### config.mk
export PLATFORM = sky130hd
export DESIGN_NAME = nibble_sqrt
export DESIGN_NICKNAME = d
export VERILOG_FILES = /design/src/rtl/nibble_sqrt_pkg.sv /design/src/rtl/nibble_sqrt_window.sv /design/src/rtl/nibble_sqrt_root.sv /design/src/rtl/nibble_sqrt.sv
export SDC_FILE = /design/constraint.sdc
export NUM_CORES = 1
export LEC_CHECK = 0
export BUFFER_PORTS_ARGS = -buffer_cell sky130_fd_sc_hd__buf_4
export CAP_MARGIN = 25
export CORE_MARGIN = 8
export CORE_UTILIZATION = 55
export CTS_BUF_LIST = sky130_fd_sc_hd__clkbuf_4 sky130_fd_sc_hd__clkbuf_8
export DETAILED_ROUTE_END_ITERATION = 12
export PLACE_DENSITY = 0.86
export SYNTH_ARGS = -nofsm -noshare
export SYNTH_HDL_FRONTEND = slang
export SYNTH_SLANG_ARGS = --single-unit
export TNS_END_PERCENT = 50
### constraint.sdc
create_clock -name clk_i -period 0.8 [get_ports clk_i]
set_clock_uncertainty 0.05 [all_clocks]
set_input_delay 0.16 -clock clk_i [delete_from_list [all_inputs] [get_ports clk_i]]
set_output_delay 0.16 -clock clk_i [all_outputs]
set_load 0.005 [all_outputs]
### src/rtl/nibble_sqrt_pkg.sv
package nibble_sqrt_pkg;
  localparam int unsigned NS_IN_W   = 32;  // operand width
  localparam int unsigned NS_WIN_W  = 16;  // slice (table address) width
  localparam int unsigned NS_STEP_W = 4;   // classifier granularity, must be even
endpackage

### src/rtl/nibble_sqrt_window.sv
module nibble_sqrt_window #(
  parameter int unsigned IN_W    = 32,
  parameter int unsigned WIN_W   = 16,
  parameter int unsigned STEP_W  = 4,
  parameter int unsigned NUM_LVL = (IN_W - WIN_W) / STEP_W + 1,
  parameter int unsigned LVL_W   = $clog2(NUM_LVL)
) (
  input  logic [IN_W-1:0]  src_i,
  output logic [WIN_W-1:0] win_o,
  output logic [LVL_W-1:0] lvl_o
);
  // smallest level whose upper bits are all clear; top level is the fallback
  always_comb begin
    lvl_o = LVL_W'(NUM_LVL - 1);
    for (int k = int'(NUM_LVL) - 2; k >= 0; k--) begin
      if ((src_i >> (WIN_W + STEP_W * k)) == '0) lvl_o = LVL_W'(k);
    end
  end

  assign win_o = WIN_W'(src_i >> (STEP_W * lvl_o));
endmodule

### src/rtl/nibble_sqrt_root.sv
module nibble_sqrt_root #(
  parameter int unsigned WIN_W  = 16,
  parameter int unsigned ROOT_W = WIN_W / 2
) (
  input  logic [WIN_W-1:0]  win_i,
  output logic [ROOT_W-1:0] root_o
);
  localparam int unsigned REM_W = ROOT_W + 3;

  // digit-by-digit restoring root, one stage per result bit
  logic [REM_W-1:0]  rem_s  [ROOT_W];
  logic [ROOT_W-1:0] root_s [ROOT_W+1];

  assign rem_s[0]  = '0;
  assign root_s[0] = '0;

  for (genvar j = 0; j < ROOT_W; j++) begin : g_stage
    localparam int unsigned PAIR = ROOT_W - 1 - j;
    logic [REM_W-1:0] part;
    logic [REM_W-1:0] trial;
    logic             take;

    assign part  = (rem_s[j] << 2) | REM_W'(win_i[2*PAIR +: 2]);
    assign trial = (REM_W'(root_s[j]) << 2) | REM_W'(1);
    assign take  = part >= trial;
    assign root_s[j+1] = (root_s[j] << 1) | ROOT_W'(take);

    if (j < ROOT_W - 1) begin : g_rem
      assign rem_s[j+1] = take ? part - trial : part;
    end
  end

  assign root_o = root_s[ROOT_W];
endmodule

### src/rtl/nibble_sqrt.sv
module nibble_sqrt
  import nibble_sqrt_pkg::*;
#(
  parameter  int unsigned IN_W    = NS_IN_W,
  parameter  int unsigned WIN_W   = NS_WIN_W,
  parameter  int unsigned STEP_W  = NS_STEP_W,
  localparam int unsigned NUM_LVL = (IN_W - WIN_W) / STEP_W + 1,
  localparam int unsigned ROOT_W  = WIN_W / 2,
  localparam int unsigned OUT_W   = ROOT_W + (NUM_LVL - 1) * (STEP_W / 2)
) (
  input  logic             clk_i,
  input  logic             rst_ni,
  input  logic             valid_i,
  input  logic [IN_W-1:0]  op_i,
  output logic             valid_o,
  output logic [OUT_W-1:0] root_o
);
  localparam int unsigned LVL_W = $clog2(NUM_LVL);

  logic [WIN_W-1:0]  win;
  logic [LVL_W-1:0]  lvl;
  logic [ROOT_W-1:0] tbl_root;
  logic [OUT_W-1:0]  root_d;

  nibble_sqrt_window #(
    .IN_W   (IN_W),
    .WIN_W  (WIN_W),
    .STEP_W (STEP_W),
    .NUM_LVL(NUM_LVL),
    .LVL_W  (LVL_W)
  ) i_window (
    .src_i(op_i),
    .win_o(win),
    .lvl_o(lvl)
  );

  nibble_sqrt_root #(
    .WIN_W (WIN_W),
    .ROOT_W(ROOT_W)
  ) i_root (
    .win_i (win),
    .root_o(tbl_root)
  );

  // undo the 4^k scaling of the slice: each level is worth STEP_W/2 bits of root
  assign root_d = OUT_W'(tbl_root) << (lvl * (STEP_W / 2));

  always_ff @(posedge clk_i or negedge rst_ni) begin
    if (!rst_ni) begin
      valid_o <= 1'b0;
      root_o  <= '0;
    end else begin
      valid_o <= valid_i;
      if (valid_i) root_o <= root_d;
    end
  end
endmodule

==> results.sh, run 1 <==
export IMPL_ys_ff_latch=17
export IMPL_globalplace_congestion=1.041
export IMPL_grt_pass1_vias=8506
export IMPL_root_buffer="clkbuf_8"
export IMPL_placed_cell_area_sq_um=6102
export IMPL_grt_use_total_pct=72.89
export IMPL_synth_async_sr_flop_share_pct=100.0
export IMPL_std_cell_rows=31
export IMPL_syn_area_sq_um=4068
export IMPL_initial_core_util_pct=56.38
export IMPL_synth_nets=620
export IMPL_cts_sinks=17
export IMPL_stop_error="[ERROR GRT-0116] Global routing finished with congestion. Check the congestion regions in the DRC Viewer."
export IMPL_gr_total_overflow=33
export IMPL_cts_made_buffers=3
export IMPL_flow_stopped_at="global routing (5_1_grt)"
export IMPL_yosysUniqueCellTypes=89
export IMPL_grt_max_degree=28
export IMPL_clock_path_buffers=2
export IMPL_avgSynthCellArea_sq_um=7.436
export IMPL_synth_ff_type="dfrtp_1"
export IMPL_synth_edf_count=0
export IMPL_io_pins=52
export IMPL_syn_inst=547
export IMPL_status="did not finish"
export IMPL_grt_pass1_wl_um=55940
export IMPL_seq_area_frac_synth_pct=10.46
export IMPL_ys_warnings_count=0
export IMPL_cts_max_level=1
export IMPL_port_buffer_count=51
export IMPL_detailed_place_hpwl_um=15780
export IMPL_die_h_um=102
export IMPL_die_w_um=102
## synth_stat cells (all sizes together) (3+ instances only)
cell	instances	area (sq um)
nand2	55	206.5
or2	4	25.02
o21bai	7	52.55
nand3	25	125.1
nand2b	6	40.04
o22ai	5	31.28
or4	4	37.53
nor2	41	161.4
nor3	11	70.07
a211o	3	26.28
o221ai	7	73.82
a211oi	13	107.6
o31ai	6	45.04
o311ai	5	51.30
ha	38	475.5
o211ai	6	45.04
nand4	4	25.02
mux2	5	56.30
a22oi	5	42.54
a311oi	6	65.06
o2bb2ai	3	26.28
a21oi	38	193.9
and3	9	61.31
xor2	4	35.03
o21ai	42	217.7
or3	4	25.02
o21a	4	30.03
clkbuf	14	52.55
a31oi	10	62.56
dfrtp	17	425.4
buf	15	125.1
o32ai	3	26.28
a21o	11	83.83
nor4b	4	50.05
and2	10	62.56
xnor2	17	148.9
inv	32	120.1
nor4	5	67.56
mux2i	11	110.1
## metal layers
metal,track usage [%],overflow
met2,83.96,19
met1,70.69,2
met5,43.88,0
met4,69.64,11
met3,67.37,1
## logic make-up after synthesis
| kind of cell | synth area share, % |
|---|---|
| AOI/OAI and AO/OA | 36.33 |
| DFF | 10.46 |
| and+or+nand+nor | 25.59 |
| xor gates and xnor gates | 4.522 |
| adders and majority gates | 11.69 |
| buffers and inverters | 7.321 |
| muxes | 4.091 |
## through the flow
stage                     cells  setup WS (ns)
after CTS                   911         -11.65
after detailed placement    871         -12.66
after global placement      871         -11.59
after floorplan             547         -12.09
## repair_timing
action                                 CTS
gates resized for setup                 83
endpoints found under the hold margin   17
gates cloned                             0
setup buffers                           36
pin swaps                               31
setup endpoints to repair               32
hold buffers                             1
==> run 2, diff against run 1 <==
CORE_UTILIZATION = 40   (was 55)
CTS_BUF_LIST = unset   (was sky130_fd_sc_hd__clkbuf_4 sky130_fd_sc_hd__clkbuf_8)
PLACE_DENSITY = unset   (was 0.86)
PLACE_DENSITY_LB_ADDON = 0.15   (was unset)
clock period = 1 ns   (was 0.8 ns; I/O delays follow)
==> results.sh, run 2 <==
export IMPL_root_buffer="clkbuf_8"
export IMPL_slew_headroom_pct=70.01
export IMPL_cts_clk_slew_worst_paths_ns=0.06
export IMPL_regMostFlops="root_o"
export IMPL_syn_area_sq_um=4068
export IMPL_seq_area_frac_synth_pct=10.46
export IMPL_die_h_um=116.8
export IMPL_die_w_um=116.8
export IMPL_endpoint_kind="register"
export IMPL_num_fill_cells=762
export IMPL_synth_edf_count=0
export IMPL_synth_ff_type="dfrtp_1"
export IMPL_r2r_slack_ns=0.12
export IMPL_ys_top_cells_by_area="ha_1 (12%), dfrtp_1 (10%), nand2_1 (5.1%)"
export IMPL_rsz0062_at_grt="true"
export IMPL_cts_tree="yes"
export IMPL_p_switching_w=0.01119
export IMPL_finalSetupViolCount=31
export IMPL_ant_nets=0
export IMPL_cts_sinks=17
export IMPL_crit_buf_inv=4
export IMPL_grt_use_total_pct=24.98
export IMPL_worst_slew_pin_slew_ns=0.4452
export IMPL_grt_pass1_wl_um=27490
export IMPL_layout_setup_ws_ns=-11.43
export IMPL_grt_pass1_vias=5703
export IMPL_ys_ff_latch=17
export IMPL_ir_worst_vdd_mv=2.753
export IMPL_antenna_found_initial=0
export IMPL_port_buffer_count=51
export IMPL_crit_path_top_delay_cell="or4_4"
export IMPL_cp_common_cell="ha_4"
export IMPL_layout_nets=940
export IMPL_wl_per_cell_um=17.66
export IMPL_drt_pass1_iter_count=5
export IMPL_drt_iter0_markers=406
export IMPL_cp_top_family="compound AO/OA/AOI/OAI gates"
export IMPL_clock_path_buffers=2
export IMPL_crit_fanout=6
export IMPL_finalHoldViolCount=0
export IMPL_std_cell_rows=37
export IMPL_crit_type="in -> reg"
export IMPL_gr_total_overflow=0
export IMPL_final_cell_mix="buf_4 (302), nand2_1 (54), buf_6 (36)"
export IMPL_clk_latency_ns=0.25
export IMPL_hp_class="in -> reg"
export IMPL_io_pins=52
export IMPL_synth_nets=620
export IMPL_critPathArrivalTime_ns=12.50
export IMPL_largest_register_ff_count=16
export IMPL_synth_top_area_share_pct=11.69
export IMPL_avgSynthCellArea_sq_um=7.436
export IMPL_final_common_cell="buf_4"
export IMPL_p_sw_share_pct=44.77
export IMPL_worstPathRequired_ns=1.07
export IMPL_post_synth_top_count_cell="nand2_1"
export IMPL_yosysUniqueCellTypes=89
export IMPL_cap_violations=0
export IMPL_num_antenna_cells=0
export IMPL_power_density_nw_per_um2=3340
export IMPL_syn_inst=547
export IMPL_vias_per_cell=5.665
export IMPL_drc=0
export IMPL_violations="setup timing"
export IMPL_sequentialPowerShare_pct=3.7
export IMPL_period_share_pct=1243
export IMPL_maxSlewViolCount=0
export IMPL_globalplace_congestion=0.9515
export IMPL_cts_made_buffers=3
export IMPL_clockPowerShare_pct=2.1
export IMPL_status="finished, violations left"
export IMPL_ys_top_cells_by_count="nand2_1 (55), nor2_1 (40), ha_1 (38)"
export IMPL_syn2layout_area_growth_pct=83.94
export IMPL_slowest_delay_ns=0.57
export IMPL_start_kind="primary input"
export IMPL_finalWirelength_um=17700
export IMPL_core_sq_um=10090
export IMPL_drive_gt1_share_pct=53.70
export IMPL_share_comb_of_total_power_pct=94.2
export IMPL_fin_total_pwr_w=0.02499
export IMPL_die_area_sq_um=13650
export IMPL_min_period_ns=12.43
export IMPL_reg_top3="root_o x16, valid_o x1"
export IMPL_cts_max_level=1
export IMPL_yosysTopAreaCell="ha_1"
export IMPL_detailed_place_hpwl_um=12900
export IMPL_p_int_w=0.01380
export IMPL_initial_core_util_pct=40.30
export IMPL_vias=5676
export IMPL_clock_fmax_mhz=80.46
export IMPL_synth_async_sr_flop_share_pct=100.0
export IMPL_grt_max_degree=28
export IMPL_dp_slack_ns=-11.94
export IMPL_ys_warnings_count=0
export IMPL_leakage_nw=3.496
==> run 2: path summary, 6_finish.rpt <==
| path | startpoint | end | depth (start not counted) |
|---|---|---|---|
| max | op_i[24] | root_o[0] | 64 |
| min | valid_i | valid_o | 1 |
| max reg2reg | root_o[2] | root_o[2] | 2 |
| min reg2reg | root_o[10] | root_o[10] | 2 |
| max in group asynchronous | rst_ni | root_o[9] | 2 |
| min in group asynchronous | rst_ni | root_o[7] | 2 |
==> run 2: layer usage <==
layer / up-vias / part of all wire, % / GRT usage [%]
li1: 2728 / - / -
met1: 2700 / 42 / 30.35
met2: 210 / 49 / 44.77
met3: 38 / 6.0 / 2.258
met4: 0 / 2.8 / 9.044
met5: - / 0 / 0
==> run 2: what timing repair did <==
action / 4_1_cts / 5_1_grt
resized for setup: 60 / 75
setup endpoints to repair: 31 / 32
pin swaps: 30 / 17
endpoints found under the hold margin: 17 / 0
buffers inserted: 50 / 27
hold buffers: 1 / 0
gates cloned: 0 / 0
==> run 2: power by group through the flow <==
stage	Combinational, W	Sequential (W)	Clock [W]
after detailed placement	0.0176	0.000921	0
after global routing	0.0249	0.000945	0.000553
after floorplan	0.0108	0.000929	0
final	0.0235	0.000934	0.000517
after CTS	0.0207	0.000911	0.000523
after global placement	0.0172	0.000916	0
==> run 2: cell families (layout without fill, tap and decap cells) <==
| family | after synthesis | after routing | synth area share, % |
|---|---|---|---|
| AO/OA/AOI/OAI | 202 | 202 | 36.33 |
| XOR/XNOR | 21 | 21 | 4.522 |
| adder cells (fa/ha/maj) | 38 | 38 | 11.69 |
| buffers and inverters | 61 | 380 | 7.321 |
| flip-flops | 17 | 17 | 10.46 |
| multiplexers | 16 | 16 | 4.091 |
| AND/OR/NAND/NOR | 192 | 192 | 25.59 |
==> run 2: final cells by class <==
| type | instances | area [sq um] | area share, % |
|---|---|---|---|
| multi-input combinational | 469 | 3926 | 52.47 |
| timing repair buffer | 344 | 2778 | 37.12 |
| sequential | 17 | 425.4 | 5.686 |
| tap | 136 | 170.2 | 2.274 |
| inverter | 32 | 136.4 | 1.823 |
| clock buffer | 3 | 41.29 | 0.5518 |
| clock inverter | 1 | 5.005 | 0.06689 |
==> run 2: through the flow <==
step | cell area, sq um | cells | hold WS (ns) | util, % | TNS (ns)
final | 7482 | 1002 | 0.03839 | 74.14 | -128.47
after global routing | 7482 | 1002 | 0.03017 | 74.14 | -133.45
after CTS | 6950 | 977 | 0.03349 | 68.87 | -125.18
after detailed placement | 6254 | 922 | 0.02260 | 61.96 | -134.03
after global placement | 6254 | 922 | 0.01818 | 61.96 | -130.02
after floorplan | 4253 | 547 | -0.1456 | - | -133.04
Power figures use the tool's default switching activity.
==> run 3, diff against run 2 <==
PLACE_DENSITY = 0.63   (was unset)
PLACE_DENSITY_LB_ADDON = unset   (was 0.15)
==> results.sh, run 3 (synthesis results as in run 2) <==
export IMPL_status="finished, violations left"
export IMPL_violations="setup timing"
export IMPL_die_w_um=116.8
export IMPL_endpoint_kind="register"
export IMPL_syn2layout_area_growth_pct=71.89
export IMPL_slowest_delay_ns=0.54
export IMPL_core_sq_um=10090
export IMPL_maxSlewViolCount=0
export IMPL_globalplace_congestion=0.9808
export IMPL_crit_buf_inv=7
export IMPL_initial_core_util_pct=40.30
export IMPL_rr_endpoint="root_o[2]"
export IMPL_r2r_slack_ns=0.15
export IMPL_ant_nets=0
export IMPL_worstPathRequired_ns=1.06
export IMPL_root_buffer="clkbuf_8"
export IMPL_vias=5469
export IMPL_num_antenna_cells=0
export IMPL_wl_per_cell_um=17.37
export IMPL_die_h_um=116.8
export IMPL_cts_made_buffers=3
export IMPL_clock_path_buffers=2
export IMPL_cp_top_family="compound AO/OA/AOI/OAI gates"
export IMPL_dp_cells=916
export IMPL_whs_path_depth=3
export IMPL_regMostFlops="root_o"
export IMPL_io_pins=52
export IMPL_layout_setup_ws_ns=-11.55
export IMPL_reg_top3="root_o x16, valid_o x1"
export IMPL_min_from="valid_i"
export IMPL_min_period_ns=12.55
export IMPL_gr_total_overflow=0
export IMPL_die_area_sq_um=13650
export IMPL_clockPowerShare_pct=2.1
export IMPL_ff2ff_path_depth=2
export IMPL_start_kind="primary input"
export IMPL_leakage_nw=3.239
export IMPL_cts_tree="yes"
export IMPL_finalWirelength_um=16600
export IMPL_final_cells=956
export IMPL_share_comb_of_total_power_pct=93.8
export IMPL_antenna_found_initial=0
export IMPL_critPathArrivalTime_ns=12.62
export IMPL_largest_register_ff_count=16
export IMPL_layout_nets=894
export IMPL_drt_iter0_markers=424
export IMPL_period_share_pct=1255
export IMPL_cts_max_level=1
export IMPL_p_sw_share_pct=44.92
export IMPL_hold_end="root_o[0]"
export IMPL_clock_fmax_mhz=79.66
export IMPL_timing_rr_start="root_o[2]"
export IMPL_std_cell_rows=37
export IMPL_final_cell_mix="buf_4 (268), nand2_1 (54), nor2_1 (36)"
export IMPL_crit_path_top_delay_cell="or4_1"
export IMPL_p_switching_w=0.01043
export IMPL_grt_pass1_vias=5562
export IMPL_p_int_w=0.01279
export IMPL_cap_violations=0
export IMPL_grt_pass1_wl_um=26020
export IMPL_final_common_cell="buf_4"
export IMPL_drive_gt1_share_pct=49.51
export IMPL_grt_use_total_pct=23.46
export IMPL_slew_headroom_pct=65.48
export IMPL_power_density_nw_per_um2=3321
export IMPL_final_util_pct=69.28
export IMPL_hp_class="in -> reg"
export IMPL_sequentialPowerShare_pct=4.1
export IMPL_finalHoldViolCount=0
export IMPL_ir_worst_vdd_mv=2.390
export IMPL_worst_slew_pin_slew_ns=0.5168
export IMPL_cts_sinks=17
export IMPL_clk_latency_ns=0.25
export IMPL_cts_clk_slew_worst_paths_ns=0.06
export IMPL_finalSetupViolCount=31
export IMPL_vias_per_cell=5.721
export IMPL_grt_max_degree=27
export IMPL_drc=0
export IMPL_detailed_place_hpwl_um=12700
export IMPL_crit_fanout=6
export IMPL_drt_pass1_iter_count=5
export IMPL_crit_type="in -> reg"
export IMPL_rsz0062_at_grt="true"
export IMPL_port_buffer_count=51
-- run 3: cell count changes in the layout (fill, tap and decap cells not counted), moves of 3 or more --
cell     delta
buf_4      -34
buf_6       -8
buf_12      -3
o21ai_2     -3
-- run 3: repair_timing --
| action | CTS | global route |
|---|---|---|
| gates resized for setup | 69 | 33 |
| buffers inserted | 30 | 9 |
| setup endpoints to repair | 31 | 32 |
| endpoints found under the hold margin | 17 | 0 |
| pin swaps | 33 | 34 |
| hold buffers | 1 | 0 |
-- run 3: stage by stage --
| stage | total power [W] | instance area, sq um | setup TNS (ns) | hold slack (ns) | worst slack (ns) |
|---|---|---|---|---|---|
| 2_1_floorplan | 0.01169 | 4253 | -133.04 | -0.1456 | -11.93 |
| 3_3_place_gp | 0.01795 | 6208 | -129.90 | 0.01680 | -11.53 |
| 3_5_place_dp | 0.01849 | 6208 | -134.86 | 0.01746 | -12.00 |
| 4_1_cts | 0.02160 | 6760 | -125.01 | 0.2200 | -11.19 |
| 5_1_grt | 0.02459 | 6992 | -134.18 | 0.2388 | -12.04 |
| 6_report | 0.02322 | 6992 | -128.60 | 0.2413 | -11.55 |
-- run 3: power groups by stage --
stage          combinational (W)  sequential (W)  clock, W
5_1_grt                   0.0231        0.000965  0.000527
3_5_place_dp              0.0176        0.000922         0
6_report                  0.0218        0.000952  0.000486
2_1_floorplan             0.0108        0.000929         0
3_3_place_gp              0.0170        0.000919         0
4_1_cts                   0.0202        0.000938  0.000494
-- run 3: area by class of cell --
cell class | instances | area [sq um]
Inverter | 32 | 132.6
Sequential cell | 17 | 425.4
Multi-Input combinational cell | 469 | 3861
Fill cell | 806 | 3100
Clock buffer | 4 | 45.04
Timing Repair Buffer | 298 | 2357
Tap cell | 136 | 170.2
-- run 3: metal layers --
| layer | share of wire, % | global-route usage, % | routed length, um |
|---|---|---|---|
| met5 | 0 | 0 | 0 |
| met3 | 5.2 | 1.539 | 865 |
| met4 | 3.8 | 10.41 | 629 |
| met1 | 42 | 27.56 | 7000 |
| met2 | 49 | 42.82 | 8105 |
-- run 3: worst register-to-register path, cell delays in order (launching register included) --
cell,delay (ns)
dfrtp_1,0.41
a22oi_1,0.18
o31ai_1,0.09
-- run 3: worst max path at each step --
| stage | start | to | slack (ns) | cells past startpoint |
|---|---|---|---|---|
| floorplan | op_i[24] | root_o[8] | -11.93 | 70 |
| global placement | op_i[31] | root_o[8] | -11.53 | 62 |
| detailed placement | op_i[31] | root_o[8] | -12.00 | 63 |
| CTS | op_i[25] | root_o[6] | -11.19 | 63 |
| global route | op_i[28] | root_o[8] | -12.04 | 68 |
| finish | op_i[19] | root_o[8] | -11.55 | 62 |
